**src/rtl/sline_pkg.sv**
```systemverilog
package sline_pkg;
  typedef enum logic [1:0] {
    SS_INV = 2'd0,
    SS_OLD = 2'd1,
    SS_NEW = 2'd2
  } sub_state_e;

  typedef enum logic [1:0] {
    LK_MISS    = 2'd0,
    LK_HIT_OLD = 2'd1,
    LK_HIT_NEW = 2'd2,
    LK_STALL   = 2'd3
  } lk_res_e;
endpackage

```
**src/rtl/sline_order.sv**
```systemverilog
// Maps step index to subline: critical quarter first (wrapped), then ascending quarters.
module sline_order #(
  parameter int unsigned SUB_N = 32,
  parameter int unsigned QTR_N = 4,
  localparam int unsigned SUB_W = $clog2(SUB_N)
) (
  input  logic [SUB_W-1:0] crit_i,
  input  logic [SUB_W-1:0] idx_i,
  output logic [SUB_W-1:0] sub_o
);
  localparam int unsigned QS   = SUB_N / QTR_N;
  localparam int unsigned QS_W = $clog2(QS);
  localparam int unsigned Q_W  = $clog2(QTR_N);

  logic [Q_W-1:0]  crit_q, step_q, qtr;
  logic [QS_W-1:0] crit_off, pos, off;

  always_comb begin
    crit_q   = crit_i[QS_W +: Q_W];
    crit_off = crit_i[QS_W-1:0];
    step_q   = idx_i[QS_W +: Q_W];
    pos      = idx_i[QS_W-1:0];
    qtr      = crit_q + step_q;
    off      = (step_q == '0) ? QS_W'(crit_off + pos) : pos;
    sub_o    = {qtr, off};
  end

  // step zero is always the critical subline
  always_comb begin
    if (idx_i == '0) begin
      p_first_is_crit_r6: assert (sub_o == crit_i);
    end
  end
endmodule

```
**src/rtl/sline_lookup.sv**
```systemverilog
module sline_lookup
  import sline_pkg::*;
#(
  parameter int unsigned TAG_W = 11
) (
  input  logic             busy_i,
  input  logic [TAG_W-1:0] old_tag_i,
  input  logic [TAG_W-1:0] new_tag_i,
  input  logic [TAG_W-1:0] lk_tag_i,
  input  sub_state_e       st_i,
  output lk_res_e          lk_res_o
);
  logic old_m, new_m;

  always_comb begin
    old_m = busy_i && (lk_tag_i == old_tag_i);
    new_m = busy_i && (lk_tag_i == new_tag_i);
    if (old_m)      lk_res_o = (st_i == SS_OLD) ? LK_HIT_OLD : LK_STALL;
    else if (new_m) lk_res_o = (st_i == SS_NEW) ? LK_HIT_NEW : LK_STALL;
    else            lk_res_o = LK_MISS;
  end
endmodule

```
**src/rtl/sline_tracker.sv**
```systemverilog
module sline_tracker
  import sline_pkg::*;
#(
  parameter int unsigned SUB_N = 32,
  parameter int unsigned QTR_N = 4,
  parameter int unsigned TAG_W = 11,
  localparam int unsigned SUB_W = $clog2(SUB_N)
) (
  input  logic             clk_i,
  input  logic             rst_ni,
  input  logic             start_i,
  input  logic [TAG_W-1:0] old_tag_i,
  input  logic [TAG_W-1:0] new_tag_i,
  input  logic [SUB_W-1:0] crit_i,
  input  logic             wb_i,
  output logic             wb_rdy_o,
  output logic [SUB_W-1:0] wb_sub_o,
  input  logic             fill_i,
  output logic             fill_rdy_o,
  output logic [SUB_W-1:0] fill_sub_o,
  input  logic [TAG_W-1:0] lk_tag_i,
  input  logic [SUB_W-1:0] lk_sub_i,
  output logic [1:0]       lk_res_o,
  output logic             busy_o,
  output logic             done_o
);
  localparam int unsigned CNT_W = $clog2(SUB_N + 1);
  localparam logic [CNT_W-1:0] CNT_LAST = CNT_W'(SUB_N - 1);
  localparam logic [CNT_W-1:0] CNT_FULL = CNT_W'(SUB_N);

  logic             busy_q, done_q;
  logic [TAG_W-1:0] old_tag_q, new_tag_q;
  logic [SUB_W-1:0] crit_q;
  logic [CNT_W-1:0] wb_cnt_q, fill_cnt_q;
  sub_state_e       state_q [SUB_N];

  logic start_acc, wb_acc, fill_acc, fill_last;
  lk_res_e lk_res;

  sline_order #(.SUB_N(SUB_N), .QTR_N(QTR_N)) i_wb_order (
    .crit_i(crit_q), .idx_i(wb_cnt_q[SUB_W-1:0]), .sub_o(wb_sub_o)
  );

  sline_order #(.SUB_N(SUB_N), .QTR_N(QTR_N)) i_fill_order (
    .crit_i(crit_q), .idx_i(fill_cnt_q[SUB_W-1:0]), .sub_o(fill_sub_o)
  );

  always_comb begin
    start_acc  = start_i && !busy_q;
    wb_rdy_o   = busy_q && (wb_cnt_q != CNT_FULL);
    wb_acc     = wb_i && wb_rdy_o;
    fill_rdy_o = busy_q && (fill_cnt_q != CNT_FULL) && (state_q[fill_sub_o] == SS_INV);
    fill_acc   = fill_i && fill_rdy_o;
    fill_last  = fill_acc && (fill_cnt_q == CNT_LAST);
  end

  always_ff @(posedge clk_i or negedge rst_ni) begin
    if (!rst_ni) begin
      busy_q     <= 1'b0;
      done_q     <= 1'b0;
      old_tag_q  <= '0;
      new_tag_q  <= '0;
      crit_q     <= '0;
      wb_cnt_q   <= '0;
      fill_cnt_q <= '0;
    end else begin
      done_q <= fill_last;
      if (start_acc) begin
        busy_q     <= 1'b1;
        old_tag_q  <= old_tag_i;
        new_tag_q  <= new_tag_i;
        crit_q     <= crit_i;
        wb_cnt_q   <= '0;
        fill_cnt_q <= '0;
      end else begin
        if (wb_acc)    wb_cnt_q   <= wb_cnt_q + 1'b1;
        if (fill_acc)  fill_cnt_q <= fill_cnt_q + 1'b1;
        if (fill_last) busy_q     <= 1'b0;
      end
    end
  end

  always_ff @(posedge clk_i or negedge rst_ni) begin
    if (!rst_ni) begin
      for (int i = 0; i < int'(SUB_N); i++) state_q[i] <= SS_INV;
    end else if (start_acc) begin
      for (int i = 0; i < int'(SUB_N); i++) state_q[i] <= SS_OLD;
    end else begin
      if (wb_acc)   state_q[wb_sub_o]   <= SS_INV;
      if (fill_acc) state_q[fill_sub_o] <= SS_NEW;
    end
  end

  sline_lookup #(.TAG_W(TAG_W)) i_lookup (
    .busy_i(busy_q), .old_tag_i(old_tag_q), .new_tag_i(new_tag_q),
    .lk_tag_i(lk_tag_i), .st_i(state_q[lk_sub_i]), .lk_res_o(lk_res)
  );

  assign lk_res_o = lk_res;
  assign busy_o   = busy_q;
  assign done_o   = done_q;

  p_fill_behind_wb_r7: assert property (@(posedge clk_i) disable iff (!rst_ni)
    busy_q |-> fill_cnt_q <= wb_cnt_q);
  p_done_pulse_r8: assert property (@(posedge clk_i) disable iff (!rst_ni)
    done_q |=> !done_q);
  p_done_idle_r8: assert property (@(posedge clk_i) disable iff (!rst_ni)
    done_q |-> !busy_q);
  p_wb_sets_inv_r2: assert property (@(posedge clk_i) disable iff (!rst_ni)
    wb_acc |=> state_q[$past(wb_sub_o)] == SS_INV);
  p_fill_sets_new_r3: assert property (@(posedge clk_i) disable iff (!rst_ni)
    fill_acc |=> state_q[$past(fill_sub_o)] == SS_NEW);
  p_busy_keeps_tags_r9: assert property (@(posedge clk_i) disable iff (!rst_ni)
    busy_q |=> $stable(old_tag_q) && $stable(new_tag_q));
  p_idle_miss_r5: assert property (@(posedge clk_i) disable iff (!rst_ni)
    !busy_q |-> lk_res_o == 2'd0);
  p_wb_full_r11: assert property (@(posedge clk_i) disable iff (!rst_ni)
    (busy_q && wb_cnt_q == CNT_FULL) |-> !wb_rdy_o);
endmodule

```
**src/rtl/split_line_tracker.sv**
```systemverilog
module split_line_tracker #(
  parameter int unsigned SUB_N = 32,
  parameter int unsigned QTR_N = 4,
  parameter int unsigned TAG_W = 11,
  parameter int unsigned TRK_N = 2,
  localparam int unsigned SUB_W = $clog2(SUB_N)
) (
  input  logic                        clk_i,
  input  logic                        rst_ni,
  input  logic [TRK_N-1:0]            start_i,
  input  logic [TRK_N-1:0][TAG_W-1:0] old_tag_i,
  input  logic [TRK_N-1:0][TAG_W-1:0] new_tag_i,
  input  logic [TRK_N-1:0][SUB_W-1:0] crit_i,
  input  logic [TRK_N-1:0]            wb_i,
  output logic [TRK_N-1:0]            wb_rdy_o,
  output logic [TRK_N-1:0][SUB_W-1:0] wb_sub_o,
  input  logic [TRK_N-1:0]            fill_i,
  output logic [TRK_N-1:0]            fill_rdy_o,
  output logic [TRK_N-1:0][SUB_W-1:0] fill_sub_o,
  input  logic [TRK_N-1:0][TAG_W-1:0] lk_tag_i,
  input  logic [TRK_N-1:0][SUB_W-1:0] lk_sub_i,
  output logic [TRK_N-1:0][1:0]       lk_res_o,
  output logic [TRK_N-1:0]            busy_o,
  output logic [TRK_N-1:0]            done_o
);
  for (genvar t = 0; t < int'(TRK_N); t++) begin : g_trk
    sline_tracker #(.SUB_N(SUB_N), .QTR_N(QTR_N), .TAG_W(TAG_W)) i_trk (
      .clk_i      (clk_i),
      .rst_ni     (rst_ni),
      .start_i    (start_i[t]),
      .old_tag_i  (old_tag_i[t]),
      .new_tag_i  (new_tag_i[t]),
      .crit_i     (crit_i[t]),
      .wb_i       (wb_i[t]),
      .wb_rdy_o   (wb_rdy_o[t]),
      .wb_sub_o   (wb_sub_o[t]),
      .fill_i     (fill_i[t]),
      .fill_rdy_o (fill_rdy_o[t]),
      .fill_sub_o (fill_sub_o[t]),
      .lk_tag_i   (lk_tag_i[t]),
      .lk_sub_i   (lk_sub_i[t]),
      .lk_res_o   (lk_res_o[t]),
      .busy_o     (busy_o[t]),
      .done_o     (done_o[t])
    );
  end
endmodule

```
**config.mk**
```make
export PLATFORM = sky130hd
export DESIGN_NAME = split_line_tracker
export DESIGN_NICKNAME = d
export VERILOG_FILES = /design/src/rtl/sline_pkg.sv /design/src/rtl/sline_order.sv /design/src/rtl/sline_lookup.sv /design/src/rtl/sline_tracker.sv /design/src/rtl/split_line_tracker.sv
export SDC_FILE = /design/constraint.sdc
export NUM_CORES = 1
export LEC_CHECK = 0
export BUFFER_PORTS_ARGS = -buffer_cell sky130_fd_sc_hd__buf_2
export CAP_MARGIN = 10
export CORE_MARGIN = 3
export CORE_UTILIZATION = 60
export DETAILED_ROUTE_END_ITERATION = 12
export PLACE_DENSITY = 0.79
export SYNTH_ARGS = -nofsm -noshare
export SYNTH_HDL_FRONTEND = slang
export SYNTH_SLANG_ARGS = --single-unit
```
**constraint.sdc**
```tcl
create_clock -name clk_i -period 6.03 [get_ports clk_i]
set_clock_uncertainty 0.05 [all_clocks]
set_input_delay 0.9045 -clock clk_i [delete_from_list [all_inputs] [get_ports clk_i]]
set_output_delay 0.9045 -clock clk_i [all_outputs]
set_load 0.01 [all_outputs]
```
==> results of run 1 <==
-- sequential cells by signal, summed over array words and instances (netlist names) --
name / count
g_trk.i_trk.state_q: 128
g_trk.i_trk.new_tag_q: 22
g_trk.i_trk.old_tag_q: 22
g_trk.i_trk.fill_cnt_q: 12
g_trk.i_trk.wb_cnt_q: 12
g_trk.i_trk.crit_q: 10
g_trk.i_trk.busy_o: 2
g_trk.i_trk.done_o: 2
-- power by group through the flow --
stage / Combinational [W] / Clock [W] / Sequential, W
after floorplan: 0.00276 / 0 / 0.00223
after global placement: 0.00352 / 0 / 0.00243
after detailed placement: 0.00361 / 0 / 0.00245
after CTS: 0.00365 / 0.00141 / 0.00243
after global routing: 0.00407 / 0.00147 / 0.00251
final: 0.00375 / 0.00139 / 0.00246
-- layer usage --
| layer | up-vias | global-route usage [%] |
|---|---|---|
| met2 | 669 | 45.9 |
| met1 | 4964 | 42.1 |
| met5 | - | 0 |
| met4 | 2 | 11.1 |
| met3 | 130 | 7.77 |
| li1 | 4705 | - |
-- cell families (layout without fill, tap and decap cells) --
kind of cell,after synthesis,count (layout),synth area share (%)
multiplexers,66,66,10.5
flip-flops,210,210,44.0
XOR/XNOR,66,66,5.14
AND/OR/NAND/NOR,649,649,23.6
AO/OA/AOI/OAI,174,174,10.2
buffers and inverters,112,213,4.24
adder cells (fa/ha/maj),20,20,2.35
-- path summary, 6_finish.rpt --
| check | from | slack, ps | depth (start not counted) | endpoint |
|---|---|---|---|---|
| min in group clk_i | g_trk[1].i_trk.new_tag_q[10] | 440 | 2 | g_trk[1].i_trk.new_tag_q[10] |
| min | rst_ni | 420 | 1 | g_trk[1].i_trk.old_tag_q[10] |
| max in group asynchronous | rst_ni | 4240 | 2 | g_trk[0].i_trk.state_q[21] |
| max reg2reg | g_trk[1].i_trk.fill_cnt_q[0] | 1240 | 11 | g_trk[1].i_trk.state_q[13] |
| min reg2reg | g_trk[1].i_trk.new_tag_q[10] | 440 | 2 | g_trk[1].i_trk.new_tag_q[10] |
| max | g_trk[1].i_trk.fill_cnt_q[0] | 570 | 11 | fill_rdy_o[1] |
-- synthesized netlist by cell type, types with 5 or more instances --
master and count:
nand2_1 399, dfrtp_1 210, nand3_1 96, o31ai_1 61
xnor2_1 52, nor2_1 49, mux4_2 47, clkbuf_1 43
o21ai_0 42, nor3_1 34, inv_1 29, nand4_1 19
ha_1 16, mux2i_1 15, buf_2 12, or3_1 12
o211ai_1 11, xor2_1 11, a21oi_1 10, nand2b_1 10
buf_4 9, buf_1 8, a22oi_1 7, a211oi_1 6
a311oi_1 5, and3_1 5, buf_6 5, o21a_1 5
-- per-stage QoR --
step                      cells  power, W  setup WS [ps]  hold WS (ps)
after floorplan            1297   0.00499           1720           405
after global placement     1617   0.00595           1360           425
after detailed placement   1617   0.00606           1200           434
after CTS                  1658   0.00749            646           440
after global routing       1658   0.00805            349           461
final                      1658   0.00760            569           420
-- worst max-delay path, cell delays in order, from the launching register on --
cell	delay, ps
dfrtp_1	450
ha_1	250
fa_1	550
nor3b_2	470
nor2_4	180
inv_2	360
mux4_2	550
nand2_1	80
nand2_1	80
a2111oi_2	440
and3_1	380
buf_2	200
-- cell type report --
type                    instances  share of cell area (%)
inverters                      35                   0.982
clock buffers                  30                    4.65
multi-input cells             975                    46.4
repair buffers                137                    5.42
well taps                     260                    2.43
flip-flops and latches        210                    39.3
clock inverters                11                   0.842
==> out/metrics.cfg, run 1 <==
[die]
fp.coreArea_um2=19100
dieWidth_um=147
floorplan.io_pins=126
num_rows=50
initial_core_utilization_pct=62.4
die-area_um2=21600
die-height_um=147

[yosys]
syn-cell-area_um2=12000
synthesis.instances=1297
synth.yosys.seq_area_share_pct=44.0
synth-warning-count=0
asyncSetResetFlopFracSynth_pct=100
synthesis.nets=1411
flip_flop_and_latch_count_after_synthesis=210
yosys_most_used_dff=dfrtp_1
synth_top_cells_by_area=dfrtp_1 (44%), nand2_1 (13%), mux4_2 (8.9%)
avgSynthCellArea_um2=9.21
synth_largest_area_cell=dfrtp_1
synth_cell_type_count=68
synth-edff-count=0
synth_largest_type_area_fraction_pct=44.0

[setup_path]
critical_path_endpoint_category=primary output
worstPathMaxFanout=24
worst_setup_path_start_kind=flop
cp_data_required_time_ps=5080
path_class=flop to primary output
timing.critical_path.arrival_ps=4510

[cts]
number_of_hold_buffers_added_after_cts=0
cts_tree=done
postCtsResizedCells=0
clock_latency_late_sink_ps=520
clk_path_buf_depth=3
cts_setup_buffers=0
cts_inserted_buffers=23
ctsRootBufferMaster=clkbuf_16
h_tree_lvl_count=1
cts_sinks=210
cts.clk_slew.worst_paths_ps=60

[global_route]
grt_pass1_vias=10300
gr-total-overflow=0
antenna_violations_before_repair=1
global_route_wire_length_before_repair_um=53200
grt_max_degree=98
grtUsageTotal_pct=30.1

[final_layout]
most-common-layout-cells=nand2_1 (399), dfrtp_1 (210), buf_2 (124), nand3_1 (96), o31ai_1 (61)
multi_input_area_um2=6200
flow.area_growth_from_synthesis_pct=11.9
layout.core_utilization_pct=69.9
post-route-cell-area_um2=13400
final_layout_size_suffix_gt1_share_pct=17.7
finish.net_count=1496
final-seq-area_um2=5260
antenna_cells=0
layout.cells.most_common=nand2_1
number_of_fillers_in_the_final_layout=1464

[pwr]
swShare_pct=46.7
worst_vdd_rail_ir_drop_mv=0.353
power.leakage_nw=6.27
seqPwrFrac_pct=32.3
powerDensity_nw_per_um2=568
cellInternalPower_w=0.00405
combinational_power_share_pct=49.4
power.share.clock_pct=18.3
power_switching_w=0.00355

[timing]
finalCritPeriodShare_pct=90.6
finalMaxSlewViolations=0
max-slew-margin-rel_pct=8.06
max_slew.worst_pin.slew_ps=1370
period_minus_slack_ps=5460
totalNegativeSetupSlack_ps=0
finalHoldViolCount=0
grt_setup_unrepaired=no
count_of_final_setup_violators=0
max_clock_freq_mhz=183

[route]
routed-wl-met3_um=4060
route.layer.met1.wl_um=12800
drt.antenna.violating_nets=0
dr.first_iter.drc_count=1222
drcViolationCount=0
postRouteWirelength_um=32900
dr.pass1.iters=6
highest-signal-layer=met5
route.met2.wl_um=14700
vias=10500
vias_per_cell=6.31
wl_per_cell_um=19.9

[worst_hold_path]
min_path_type=primary input to asynchronous set/reset pin

[place]
port_buffers=125
dpl-instance-area_um2=12600
hpwlAfterDp_um=22300
gpl.final_weighted_congestion=0.951

[flow_run]
drv_cap=0

[run_status]
run_status=completed

Power figures use the tool's default switching activity.
==> run 2, diff against run 1 <==
--- a/config.mk
+++ b/config.mk
@@ -6,7 +6,6 @@
 export NUM_CORES = 1
 export LEC_CHECK = 0
 export BUFFER_PORTS_ARGS = -buffer_cell sky130_fd_sc_hd__buf_2
-export CAP_MARGIN = 10
 export CORE_MARGIN = 3
 export CORE_UTILIZATION = 60
 export DETAILED_ROUTE_END_ITERATION = 12
==> constraint.sdc (replaced) <==
create_clock -name clk_i -period 6.2 [get_ports clk_i]
set_clock_uncertainty 0.05 [all_clocks]
set_input_delay 0.93 -clock clk_i [delete_from_list [all_inputs] [get_ports clk_i]]
set_output_delay 0.93 -clock clk_i [all_outputs]
set_load 0.01 [all_outputs]
==> run 2 against run 1 <==
Net effect: worst hold slack improved by 5.0 ps; clock power fell by 8%; first-iteration DRC count fell by 1.2%; critical path type unchanged; critical endpoint unchanged.
==> out/metrics.cfg, run 2 (synthesis results as in run 1) <==
[timing]
period_minus_slack_ps=5410
worst_hold_slack_ps=425
max-slew-margin-rel_pct=19.1
finalMaxSlewViolations=0
grt_setup_unrepaired=no
finalHoldViolCount=0
totalNegativeSetupSlack_ps=0
max_slew.worst_pin.slew_ps=1200
finalCritPeriodShare_pct=87.3
max_clock_freq_mhz=185
count_of_final_setup_violators=0

[route]
drt.antenna.violating_nets=0
routed-wl-met3_um=3720
vias=10400
route.met2.wl_um=14500
wl_per_cell_um=19.7
postRouteWirelength_um=32500
highest-signal-layer=met4
dr.pass1.iters=6
drcViolationCount=0
route.layer.met1.wl_um=13100
vias_per_cell=6.29
dr.first_iter.drc_count=1207

[final_layout]
biggestRegsByFlops=g_trk.i_trk.state_q (128), g_trk.i_trk.new_tag_q (22), g_trk.i_trk.old_tag_q (22)
layout.cells.most_common=nand2_1
final_layout_size_suffix_gt1_share_pct=17.5
most-common-layout-cells=nand2_1 (399), dfrtp_1 (210), buf_2 (124), nand3_1 (96), o31ai_1 (61)
flow.area_growth_from_synthesis_pct=11.5
finish.net_count=1496
largest_reg_flops=128
largest_register=g_trk.i_trk.state_q
antenna_cells=0

[setup_path]
cp_cell_sequence=ha_1 -> fa_1 -> nor3b_2 -> nor2_4 -> inv_2 -> mux4_2 -> nand2_1 -> nand2_1 -> a2111oi_2 -> and3_1 -> buf_2
path_common_cell=nand2_1
critical_path.n_buffers_inverters=2
critical-path-top-delay-family=simple AND/OR/NAND/NOR gates
cp_data_required_time_ps=5220
path_class=flop to primary output
worst_setup_path_start_kind=flop
critical_path_endpoint_category=primary output
slowest_delay_ps=570
critical_path.slowest_cell=mux4_2
regToRegStartpoint=g_trk[1].i_trk.fill_cnt_q[0]
timing.critical_path.arrival_ps=4430
crit_path_launch=g_trk[1].i_trk.fill_cnt_q[0]
worstPathMaxFanout=24

[pwr]
power.leakage_nw=6.25
powerDensity_nw_per_um2=546
worst_vdd_rail_ir_drop_mv=0.326

[global_route]
global_route_wire_length_before_repair_um=53200
gr-total-overflow=0
grt_max_degree=111
grt_pass1_vias=10200
antenna_violations_before_repair=0
grtUsageTotal_pct=30.1

[cts]
cts.clk_slew.worst_paths_ps=60
cts_sinks=210
clk_path_buf_depth=3
postCtsResizedCells=0
cts_inserted_buffers=23
number_of_hold_buffers_added_after_cts=0
clock_latency_late_sink_ps=520
ctsRootBufferMaster=clkbuf_16
cts_tree=done
h_tree_lvl_count=1
cts_setup_buffers=0

[die]
num_rows=50
dieWidth_um=147
initial_core_utilization_pct=62.4
floorplan.io_pins=126
die-height_um=147
die-area_um2=21600
fp.coreArea_um2=19100

[place]
port_buffers=125
gpl.final_weighted_congestion=0.955
hpwlAfterDp_um=22300

[flow_run]
drv_cap=0

[worst_hold_path]
min_path_type=primary input to asynchronous set/reset pin

[run_status]
run_status=completed

## run 2: changes by cell type in the layout (fill, tap and decap cells not counted)
cell / change
clkbuf_1: -2
bufinv_16: -1
clkbuf_8: +1
clkinv_4: +1
clkinvlp_4: -2
clkinv_2: -4
## run 2: cell type report
type / count / area (um^2)
clock inverters: 5 / 56.3
fillers: 1515 / 5820
flip-flops and latches: 210 / 5260
repair buffers: 137 / 724
well taps: 260 / 325
clock buffers: 29 / 628
inverters: 35 / 131
multi-input cells: 975 / 6200
## run 2: worst paths after layout
kind	slack (ps)	end	cells past startpoint
worst max-delay path	790	fill_rdy_o[1]	11
worst min-delay path	430	g_trk[1].i_trk.old_tag_q[6]	1
worst max register to register	1460	g_trk[1].i_trk.state_q[13]	11
worst min register to register	450	g_trk[0].i_trk.old_tag_q[8]	2
max in group asynchronous	4250	g_trk[0].i_trk.state_q[63]	2
min in group clk_i	450	g_trk[0].i_trk.old_tag_q[8]	2
## run 2: stage by stage
stage | instances | utilization (%) | setup WS [ps] | power [W] | instance area [um^2]
finish | 1651 | 69.6 | 788 | 0.00728 | 13300
global route | 1651 | 69.6 | 557 | 0.00774 | 13300
detailed placement | 1617 | 66.0 | 1340 | 0.00588 | 12600
CTS | 1651 | 69.6 | 824 | 0.00719 | 13300
global placement | 1617 | 66.0 | 1510 | 0.00578 | 12600
floorplan | 1297 | - | 1840 | 0.00485 | 12000
## run 2: power by group
part           internal [W]  switching (W)  total, W
logic               0.00129        0.00232   0.00361
registers           0.00186       0.000521   0.00238
clock network      0.000747       0.000534   0.00128
total               0.00390        0.00338   0.00728
## run 2: layer usage
layer | vias up | GRT usage [%]
met1 | 4956 | 42.7
met3 | 116 | 6.60
met2 | 608 | 45.9
met5 | - | 0
li1 | 4703 | -
met4 | 0 | 11.0
